### src/rtl/xy_pkg.sv
package xy_pkg;
  localparam int XY_W       = 16;
  localparam int PAGE_W     = 4;
  localparam int ADDR_W     = XY_W + PAGE_W;
  localparam int PITCH_W    = 8;
  localparam int SHIFT_W    = 4;
  localparam int SHIFT_BASE = 2;
  localparam int CODE_W     = 4;

  localparam logic [PITCH_W-1:0] PITCH_RST = PITCH_W'(8'h10);
  localparam logic [SHIFT_W-1:0] SHIFT_RST = SHIFT_W'(6);

  typedef enum logic [1:0] {X_KEEP, X_INC, X_DEC, X_CLR} x_act_e;
  typedef enum logic [1:0] {Y_KEEP, Y_INC, Y_DEC, Y_CLR} y_act_e;

  // ones in the horizontal field
  function automatic logic [XY_W-1:0] field_mask(input logic [SHIFT_W-1:0] s);
    return (XY_W'(1) << s) - XY_W'(1);
  endfunction

  // pointer after one access
  function automatic logic [XY_W-1:0] next_xy(input logic [XY_W-1:0]    xy,
                                              input logic [CODE_W-1:0]  code,
                                              input logic [SHIFT_W-1:0] s);
    logic [XY_W-1:0] m, ystep, whole, confined, res;
    x_act_e xa;
    y_act_e ya;
    m     = field_mask(s);
    ystep = XY_W'(1) << s;
    xa    = x_act_e'(code[1:0]);
    ya    = y_act_e'(code[3:2]);
    case (xa)
      X_INC:   whole = xy + XY_W'(1);
      X_DEC:   whole = xy - XY_W'(1);
      X_CLR:   whole = xy & ~m;
      default: whole = xy;
    endcase
    // the horizontal step kept inside its own field
    confined = (xy & ~m) | (whole & m);
    case (ya)
      Y_INC:   res = confined + ystep;
      Y_DEC:   res = confined - ystep;
      Y_CLR:   res = whole & m;
      default: res = whole;
    endcase
    return res;
  endfunction

  function automatic logic [ADDR_W-1:0] form_addr(input logic [XY_W-1:0]   xy,
                                                  input logic [PAGE_W-1:0] page,
                                                  input logic [ADDR_W-1:0] msk);
    return ((ADDR_W'(page) << XY_W) | ADDR_W'(xy)) & msk;
  endfunction
endpackage

### src/rtl/xy_pitch_reg.sv
module xy_pitch_reg
  import xy_pkg::*;
(
  input  logic               clk,
  input  logic               rst_n,
  input  logic               wr,
  input  logic [PITCH_W-1:0] code,
  output logic [SHIFT_W-1:0] shift_q,
  output logic               code_ok
);
  logic [PITCH_W-1:0] hit;
  logic [SHIFT_W-1:0] dec_shift;

  for (genvar k = 0; k < PITCH_W; k++) begin : g_hit
    assign hit[k] = (code == (PITCH_W'(1) << k));
  end

  always_comb begin
    dec_shift = shift_q;
    for (int k = 0; k < PITCH_W; k++) begin
      if (hit[k]) dec_shift = SHIFT_W'(k + SHIFT_BASE);
    end
  end

  assign code_ok = |hit;

  always_ff @(posedge clk) begin
    if (!rst_n)              shift_q <= SHIFT_RST;
    else if (wr && code_ok)  shift_q <= dec_shift;
  end
endmodule

### src/rtl/xy_step.sv
module xy_step
  import xy_pkg::*;
(
  input  logic [XY_W-1:0]    xy,
  input  logic [CODE_W-1:0]  code,
  input  logic [SHIFT_W-1:0] shift,
  output logic [XY_W-1:0]    xy_next
);
  assign xy_next = next_xy(xy, code, shift);
endmodule

### src/rtl/xy_addr_reg.sv
module xy_addr_reg
  import xy_pkg::*;
(
  input  logic              clk,
  input  logic              rst_n,
  input  logic              stb,
  input  logic [XY_W-1:0]   xy,
  input  logic [PAGE_W-1:0] page,
  input  logic [ADDR_W-1:0] msk,
  output logic [ADDR_W-1:0] addr,
  output logic              vld
);
  always_ff @(posedge clk) begin
    if (!rst_n) begin
      addr <= '0;
      vld  <= 1'b0;
    end else begin
      vld <= stb;
      if (stb) addr <= form_addr(xy, page, msk);
    end
  end
endmodule

### src/rtl/xy_addr_unit.sv
module xy_addr_unit
  import xy_pkg::*;
(
  input  logic               clk,
  input  logic               rst_n,
  input  logic               pitch_wr,
  input  logic [PITCH_W-1:0] pitch_code,
  input  logic [PAGE_W-1:0]  page_bits,
  input  logic [ADDR_W-1:0]  size_mask,
  input  logic               xy_wr,
  input  logic [XY_W-1:0]    xy_wdata,
  input  logic               acc_stb,
  input  logic [CODE_W-1:0]  adj_code,
  output logic [ADDR_W-1:0]  mem_addr,
  output logic               addr_vld,
  output logic [XY_W-1:0]    xy_q
);
  logic [SHIFT_W-1:0] shift_w;
  logic               pitch_ok_w;
  logic [XY_W-1:0]    stepped_w;
  logic               step_en_w;

  xy_pitch_reg i_pitch (
    .clk(clk), .rst_n(rst_n), .wr(pitch_wr), .code(pitch_code),
    .shift_q(shift_w), .code_ok(pitch_ok_w)
  );

  xy_step i_step (
    .xy(xy_q), .code(adj_code), .shift(shift_w), .xy_next(stepped_w)
  );

  xy_addr_reg i_addr (
    .clk(clk), .rst_n(rst_n), .stb(acc_stb), .xy(xy_q), .page(page_bits),
    .msk(size_mask), .addr(mem_addr), .vld(addr_vld)
  );

  // host load wins over the step
  assign step_en_w = acc_stb && !xy_wr;

  always_ff @(posedge clk) begin
    if (!rst_n)         xy_q <= '0;
    else if (xy_wr)     xy_q <= xy_wdata;
    else if (step_en_w) xy_q <= stepped_w;
  end
endmodule

### config.mk
export PLATFORM = sky130hd
export DESIGN_NAME = xy_addr_unit
export DESIGN_NICKNAME = d
export VERILOG_FILES = /design/src/rtl/xy_pkg.sv /design/src/rtl/xy_pitch_reg.sv /design/src/rtl/xy_step.sv /design/src/rtl/xy_addr_reg.sv /design/src/rtl/xy_addr_unit.sv
export SDC_FILE = /design/constraint.sdc
export NUM_CORES = 1
export LEC_CHECK = 0
export ABC_AREA = 1
export ABC_CLOCK_PERIOD_IN_PS = 3880
export CORE_ASPECT_RATIO = 0.75
export CORE_MARGIN = 1.5
export CORE_UTILIZATION = 49
export CTS_BUF_LIST = sky130_fd_sc_hd__clkbuf_2
export CTS_CLUSTER_SIZE = 25
export DETAILED_ROUTE_END_ITERATION = 7
export PLACE_DENSITY_LB_ADDON = 0.3
export SETUP_SLACK_MARGIN = 0.15
export SYNTH_ARGS = -nofsm -noshare
export SYNTH_HDL_FRONTEND = slang
export SYNTH_SLANG_ARGS = --single-unit
### constraint.sdc
create_clock -name clk -period 3.88 [get_ports clk]
set_input_delay 0.776 -clock clk [delete_from_list [all_inputs] [get_ports clk]]
set_output_delay 0.776 -clock clk [all_outputs]
set_load 0.02 [all_outputs]
Word level (Yosys, flattened, before mapping)
Index checks and enable logic that the tools add are counted.

cells by class
  $add $sub $neg = 5
  multiply operators = 0
  divide/modulo/power cells = 0
  order comparisons = 0
  eq/ne operators = 14
  shifts and indexed selects = 1
  mux-type cells = 12
  bitwise gates (word level) = 6
  reduce and logical (&&, ||, !) cells = 7

operator list
  kind                   count
  $pmux 16 s3            2
  $and 16x16->16         2
  $mux 16                2
  $mux 4                 8
  $and 20x20->20         1
  $or 20x16->20          1
  $add 16x1->16 const B  1
  $add 16x16->16         1
  $not 16->16            1
  $or 16x16->16          1
  $shl 1x4->16 const A   1
  $sub 16x1->16 const B  1
  $sub 16x16->16         1
  $sub 16x2->16 const B  1
  $eq 2x2->1 const B     4
  $eq 8x1->1 const B     1
  $eq 8x2->1 const B     1
  $eq 8x3->1 const B     1
  $eq 8x4->1 const B     1
  $eq 8x5->1 const B     1
  $eq 8x6->1 const B     1
  $eq 8x7->1 const B     1
  $eq 8x8->1 const B     1
  $reduce_bool 8->1      1
  other kinds (6)        8

storage, ports and cells
  register bits after elaboration = 41
  latch bits = 0
  RAM bits = 0
  memory bits (read-only) = 0
  input port bits = 57
  output and inout port bits = 37
  logic and storage cells = 49
  memories = 0

Longest topological paths before layout
Gate-level depths: netlist of the first run.

  word-level depth = 11
  depth in mapped cells = 35
  gate-level depth less buffers = 35

By module
A second synthesis of the first run with hierarchy kept.

unflattened totals
  cells, all modules = 901
  area total of the unflattened synthesis = 5,202.5 µm²

modules (own cells, without submodules)
  module        times used  cells an instance  area an instance (µm²)
  xy_step       1           583                3,130.5
  xy_addr_reg   1           130                867.1
  xy_addr_unit  1           122                807.0
  xy_pitch_reg  1           66                 397.9

Least setup slack after synthesis of the first run
No wires, ideal clock.

  path type = input -> register
  start point = input port adj_code[0]
  end point = register xy_q[14]
  library setup time = 0.134 ns
  arrival = 3.978 ns
  required time = 3.746 ns
  setup slack = -0.231 ns
  cell stages on the path = 34
  buffers on the path = 1
  path through = inv_1 > ha_1 > buf_4 > nand2_1 > nand2_1 > inv_1 > ha_1 > inv_1 > nand2_1 > nand3_1 > o21bai_2 > nand2_2 > o21ai_4 > nand2_1 > nand2_1 > o21ai_0 > o21ai_0 > nor2_1 > or2_2 > ha_1 > nand2_1 > o21ai_0 > nand2_1 > nand3_1 > nand2_1 > nand2_1 > a21oi_1 > nand2_1 > nand2_1 > nor2_1 > nor2_1 > nand2_1 > nand2_1 > a21oi_1

on the way
  longest elaborated chain between the ends = 8
  elaborated cells on any way between the ends = 11
  classes of those cells = 2 x add/sub; 3 x eq/ne; 4 x mux; 2 x bitwise

ends and longest elaborated chain
  element                                                  line                        text
  start, declared                                          xy_addr_unit.sv:13          input logic [CODE_W-1:0] adj_code,
  $eq 2x2->1 / $eq 2x1->1 (equally long branches)          xy_pkg.sv:32                case (xa)
  $pmux 16 s3 (*)                                          xy_pkg.sv:32
  $and 16x16->16                                           xy_pkg.sv:39, xy_pkg.sv:43
  $or 16x16->16                                            xy_pkg.sv:39                confined = (xy & ~m) | (whole & m);
  $sub 16x16->16 / $add 16x16->16 (equally long branches)  xy_pkg.sv:42, xy_pkg.sv:41
  $pmux 16 s3 (*)                                          xy_pkg.sv:40                case (ya)
  $mux 16 (*)                                              xy_addr_unit.sv:43          else if (step_en_w) xy_q <= stepped_w;
  $mux 16 (*)                                              xy_addr_unit.sv:42          else if (xy_wr) xy_q <= xy_wdata;
  end signal, assigned                                     xy_addr_unit.sv:42
  end signal, assigned                                     xy_addr_unit.sv:43
  end, declared                                            xy_addr_unit.sv:16          output logic [XY_W-1:0] xy_q

Mark *: on every way between the ends. The rest lies on a longest branch, timed or not. The select of a mux whose other input is x is not followed.
A chain may end at the register's enable or synchronous reset.

Worst setup path in the final report of the first run
  start point = input port adj_code[1]
  end point = register xy_q[15]

The elaborated chain is that of the path after synthesis.

==> results of run 1 <==
==> power by group through the flow <==
stage | sequential [µW] | combinational (µW) | clock [µW]
6_report | 478 | 872 | 279
5_1_grt | 481 | 934 | 296
4_1_cts | 476 | 789 | 276
3_5_place_dp | 484 | 756 | 0
3_3_place_gp | 483 | 739 | 0
2_1_floorplan | 498 | 397 | 0
==> placed cells by master, fill, tap and decap left out, drive strengths merged, types with 2 or more instances in the layout <==
master           n
o221ai           4
clkdlybuf4s50   91
or2              5
a31oi           10
buf            106
nand3b           2
nor3             9
nand4           14
o21ai           73
nand2          221
ha              23
clkbuf           6
nand3           70
a21oi           52
o21bai          10
nor4             4
inv            111
o22ai            2
a22oi            5
a21o             3
o211ai           5
xor2             7
dfxtp           41
xnor2            4
a211oi           3
and2             2
clkinv           2
a41oi            3
nor2            87
==> cells by family after synthesis <==
family          count (synthesis)  synth area share
fa+ha+maj                      24            0.0676
buf+inv                       135             0.118
compound gates                175             0.224
xor+xnor                       11            0.0228
flops                          41             0.180
simple gates                  415             0.387
==> timing repair <==
| action | CTS | global route |
|---|---|---|
| hold endpoints to repair | 0 | 0 |
| pin swaps | 13 | 46 |
| setup buffers | 5 | 6 |
| endpoints found under the setup margin | 12 | 11 |
| gates resized for setup | 28 | 64 |
==> stage by stage <==
step	power, µW	instance area (µm²)
finish	1630	6810
global placement	1220	6370
global route	1710	6810
floorplan	895	4690
detailed placement	1240	6370
CTS	1540	6530
==> area by class of cell <==
class	instances	area share
clock inverters	2	0.00496
clock buffers	6	0.00441
flip-flops and latches	41	0.121
inverters	112	0.0643
repair buffers	197	0.255
well taps	128	0.0235
multi-input cells	625	0.527
==> layer usage <==
| metal | vias up | track usage |
|---|---|---|
| met4 | 0 | 0.113 |
| met5 | - | 0 |
| li1 | 3010 | - |
| met2 | 351 | 0.563 |
| met3 | 35 | 0.0692 |
| met1 | 2892 | 0.506 |
==> state kept, by name (all words and copies together) (netlist names) <==
name and flops:
i_pitch.shift_q 4, i_addr.addr 20, xy_q 16, i_addr.vld 1
==> tightest hold or removal path, stage by stage, from the launching register on <==
cell     delay, ns
dfxtp_1       0.36
nand3_1       0.07
o21ai_0       0.07
==> worst min path at each step <==
stage,from,end,slack [ns],cells past startpoint
2_1_floorplan,i_pitch.shift_q[0]$_SDFFE_PN0P_,i_pitch.shift_q[0]$_SDFFE_PN0P_,0.54,2
3_3_place_gp,i_addr.addr[5]$_SDFFE_PN0P_,i_addr.addr[5]$_SDFFE_PN0P_,0.46,2
3_5_place_dp,i_addr.addr[6]$_SDFFE_PN0P_,i_addr.addr[6]$_SDFFE_PN0P_,0.47,2
4_1_cts,i_addr.addr[12]$_SDFFE_PN0P_,i_addr.addr[12]$_SDFFE_PN0P_,0.51,2
5_1_grt,i_addr.addr[5]$_SDFFE_PN0P_,i_addr.addr[5]$_SDFFE_PN0P_,0.53,2
6_report,i_addr.addr[12]$_SDFFE_PN0P_,i_addr.addr[12]$_SDFFE_PN0P_,0.51,2
==> flow_summary.toml, run 1 <==
[power_and_ir_drop]
p_leak_uw = 0.00318
ir_drop_mv = 0.206
power_frac_comb = 0.535
powerDensity_nw_per_um2 = 239
p_sw_frac = 0.417
p_seq_frac = 0.293
p_int_uw = 950
switching_power_uw = 679
p_clk_frac = 0.172

[route]
num_vias = 6288
wl_met1_mm = 8.16
drt_iter0_markers = 711
maxUsedRoutingLayer = "met4"
wl_met2_mm = 8.14
wl_per_cell_um = 16.7
drt_wl_total_mm = 18.6
ant_nets = 0
dr.pass1.iters = 5
vias_per_cell = 5.66
dr_wl_met3_mm = 1.91
drc = 0

[timing]
setup_violations = 1
tns_ns = -0.0932
maxSlewViolCount = 0
hold_slack_ns = 0.508
max_freq_mhz = 252
grt_setup_unrepaired = "yes"
worst_slack_ns = -0.0932
fin_crit_sh = 1.02
max-slew-margin-rel = 0.568
finalHoldViolations = 0
worst_pin_slew_ns = 0.646
fin_crit_ns = 3.97
fin_skew_ns = 0.0457

[setup_path]
slowest_delay_ns = 0.31
reg2reg_to = "xy_q[15]$_SDFFE_PN0P_"
worstPathMaxFanout = 4
cp_num_cells = 34
worst_path_most_repeated_cell = "nand2_2"
critPathRequiredTime_ns = 4.21
regToRegStartpoint = "xy_q[1]$_SDFFE_PN0P_"
criticalPathCategory = "primary input to flip-flop"
crit_slowest_cell = "ha_1"
cp.arrival_ns = 4.30
cp_top_family = "simple AND/OR/NAND/NOR gates"
endpoint_kind = "flip-flop"
cp-endpoint = "xy_q[15]$_SDFFE_PN0P_"
reg2reg_slack_ns = -0.07
cp-startpoint = "adj_code[1]"
critPathLaunchType = "primary input"
crit_buf_inv = 7
reg2reg_depth = 32

[logic_synthesis]
ys.flop_type = "dfxtp_1"
syn_area_per_cell_um2 = 5.68
yosys_register_bits = 41
async_flop_share = 0
synthTopCellsByCount = "nand2_1, inv_1, nor2_1"
synth_area_leader_cell = "nand2_1"
synth_most_common_cell = "nand2_1"
synth_cell_type_count = 49
synth-edff-count = 0
netlist_top_cells_area = "nand2_1, dfxtp_1, inv_1"
synth_warnings = 0
synthCells = 801
synth_nets = 882
synth_top_area_share = 0.181
synthesis.area_um2 = 4550
ys_seq_area_frac = 0.180

[global_routing]
grt_use_total = 0.361
grt_max_degree = 21
grt_pass1_wl_mm = 28.0
antenna_found_initial = 0
grt_pass1_vias = 5781
gr-total-overflow = 0

[die]
fp.coreArea_um2 = 9050
die_area_um2 = 9880
fp-row-count = 30
chipHeight_um = 86.5
die_w_um = 114
start_util = 0.503
ios = 94

[finish]
num-nets-final = 1063
final_cells = 1111
area_growth_pct = 49.6
fillCellCount = 745
register_area_um2 = 822
final_util = 0.753
n_antenna_cell = 0
multi_input_area_um2 = 3590
drive_gt1_frac = 0.219

[flow_run]
maxCapViolations = 0

[cts]
hold_buffers = 0
htree_levels = 2
cts_sinks = 41
cts_tree = "yes"
cts.clk_slew.worst_paths_ns = 0.22
cts_inserted_buffers = 5
root_buffer = "clkbuf_2"
worstSkewPairLatency_ns = 0.47
cts_buffer_depth = 2

[place]
portBuffers = 93
gp_congestion = 0.944
placed_cells = 1092
place_ws_ns = -0.970
hpwl_mm = 14.4

[worst_hold_path]
min-delay-path-class = "flip-flop to flip-flop"

[status]
violations = "setup timing"
outcome = "finished, violations left"
No activity file was read; power rests on OpenSTA's default activity.
==> run 2, diff against run 1 <==
ABC_AREA = not set   (was 1)
==> flow_summary.toml, run 2 <==
[status]
outcome = "finished, violations left"
violations = "setup timing"

[timing]
finalHoldViolations = 0
fin_crit_ns = 4.25
fin_skew_ns = 0.0250
maxSlewViolCount = 0
grt_setup_unrepaired = "yes"
hold_slack_ns = 0.495
max_freq_mhz = 235
fin_crit_sh = 1.09
worst_slack_ns = -0.366
worst_pin_slew_ns = 0.658
max-slew-margin-rel = 0.561
setup_violations = 8
tns_ns = -1.83

[logic_synthesis]
synthTopCellsByCount = "nand2_1, o21ai_0, nor2_1"
synth_warnings = 0
async_flop_share = 0
yosys_register_bits = 41
muxShareOfSynthArea = 0.0286
ys_seq_area_frac = 0.169
synth_xor_area_frac = 0.0540
synth_nets = 779
netlist_top_cells_area = "dfxtp_1, ha_1, nand2_1"
synthCells = 698
synth_area_leader_cell = "dfxtp_1"
synthesis.area_um2 = 4860
synth_cell_type_count = 78
synth_compound_area_frac = 0.323
synth_top_family_by_area = "compound AO/OA/AOI/OAI gates"
synth-simple-area-share = 0.289
yosys.area_share.adder = 0.0633
synth_most_common_cell = "nand2_1"
synth_top_area_share = 0.169
syn_area_per_cell_um2 = 6.97
ys.flop_type = "dfxtp_1"
synth-edff-count = 0

[finish]
fillCellCount = 698
top_register = "i_addr.addr"
final_cell_mix = "buf_4, clkdlybuf4s50_1, nand2_1"
final_util = 0.739
drive_gt1_frac = 0.258
n_antenna_cell = 0
num-nets-final = 941
top_regs = "i_addr.addr x20, xy_q x16, i_pitch.shift_q x4"
final_common_cell = "buf_4"
largest_reg_flops = 20
area_growth_pct = 46.8

[worst_hold_path]
min-delay-path-class = "flip-flop to flip-flop"

[setup_path]
endpoint_kind = "flip-flop"
critPathLaunchType = "primary input"
criticalPathCategory = "primary input to flip-flop"
cp.arrival_ns = 4.68
reg2reg_slack_ns = -0.23
critPathRequiredTime_ns = 4.31
worstPathMaxFanout = 3

[global_routing]
grt_pass1_vias = 5490
grt_use_total = 0.308
grt_max_degree = 46
antenna_found_initial = 0
grt_pass1_wl_mm = 26.4
gr-total-overflow = 0

[route]
vias_per_cell = 6.12
num_vias = 6078
wl_per_cell_um = 17.4
dr.pass1.iters = 6
drt_iter0_markers = 673
drt_wl_total_mm = 17.3
drc = 0
ant_nets = 0

[die]
start_util = 0.503
fp.coreArea_um2 = 9660
die_area_um2 = 10500
ios = 94
die_w_um = 118
fp-row-count = 31
chipHeight_um = 89.3

[power_and_ir_drop]
ir_drop_mv = 0.175
powerDensity_nw_per_um2 = 258
p_total_uw = 1840
p_leak_uw = 0.00281

[cts]
cts_tree = "yes"
worstSkewPairLatency_ns = 0.48
cts_inserted_buffers = 5
cts.clk_slew.worst_paths_ns = 0.26
htree_levels = 2
cts_buffer_depth = 2
cts_sinks = 41
hold_buffers = 0
root_buffer = "clkbuf_2"

[place]
portBuffers = 93
place_ws_ns = -1.25
hpwl_mm = 12.5
gp_congestion = 1.01

[flow_run]
maxCapViolations = 0
==> run 2: timing repair <==
| action | 4_1_cts | 5_1_grt |
|---|---|---|
| buffers inserted | 6 | 5 |
| pin swaps | 25 | 38 |
| setup endpoints to repair | 13 | 13 |
| resized for setup | 31 | 49 |
==> run 2: report_power, final <==
group          leakage [µW]  switching (µW)  total (µW)  internal, µW
Sequential         0.000336            47.0         492           445
Combinational       0.00242             497        1000           506
Clock             0.0000529             176         348           172
==> run 2: routing by layer <==
| layer | track usage | vias to the layer above | share of wire |
|---|---|---|---|
| met5 | 0 | - | 0 |
| met1 | 0.401 | 2835 | 0.43 |
| met4 | 0.124 | 0 | 0.028 |
| met2 | 0.514 | 310 | 0.46 |
| met3 | 0.0548 | 54 | 0.083 |
| li1 | - | 2879 | - |
==> run 2: path summary, 6_finish.rpt <==
kind / start / endpoint / depth (start not counted)
setup / recovery: adj_code[0] / xy_q[15]$_SDFFE_PN0P_ / 22
hold / removal: i_addr.addr[13]$_SDFFE_PN0P_ / i_addr.addr[13]$_SDFFE_PN0P_ / 2
setup reg to reg: xy_q[3]$_SDFFE_PN0P_ / xy_q[15]$_SDFFE_PN0P_ / 15
hold reg to reg: i_addr.addr[13]$_SDFFE_PN0P_ / i_addr.addr[13]$_SDFFE_PN0P_ / 2
==> run 2: cell families after synthesis <==
logic type / count (synthesis)
AO/OA/AOI/OAI: 229
XOR/XNOR: 30
adder cells (fa/ha/maj): 24
buffers and inverters: 85
flip-flops: 41
multiplexers: 13
AND/OR/NAND/NOR: 276
==> run 2: layout make-up <==
| class | instances | area [µm²] | share of cell area |
|---|---|---|---|
| Multi-Input combinational cell | 572 | 4070 | 0.570 |
| Tap cell | 132 | 165 | 0.0231 |
| Clock buffer | 5 | 25.0 | 0.00351 |
| Timing Repair Buffer | 217 | 1890 | 0.265 |
| Clock inverter | 3 | 65.1 | 0.00912 |
| Inverter | 23 | 98.8 | 0.0138 |
| Sequential cell | 41 | 821 | 0.115 |
==> run 2: through the flow <==
stage               area, µm²  cells
floorplan                4940    698
global placement         6600    974
detailed placement       6600    974
CTS                      6830    988
global route             7140    993
finish                   7140    993
==> run 2: worst max-delay path: stages <==
cell	delay, ns
buf_6	0.09
buf_6	0.12
inv_12	0.05
ha_4	0.15
xor2_2	0.18
ha_4	0.20
o22ai_4	0.09
a31oi_4	0.27
nand2_2	0.12
buf_4	0.15
a222oi_1	0.39
nor2_1	0.11
a32o_2	0.31
ha_4	0.27
nand4_1	0.10
buf_4	0.16
o211a_4	0.25
o311a_4	0.32
a21oi_2	0.16
xnor2_1	0.14
a21oi_1	0.09
o31ai_1	0.18
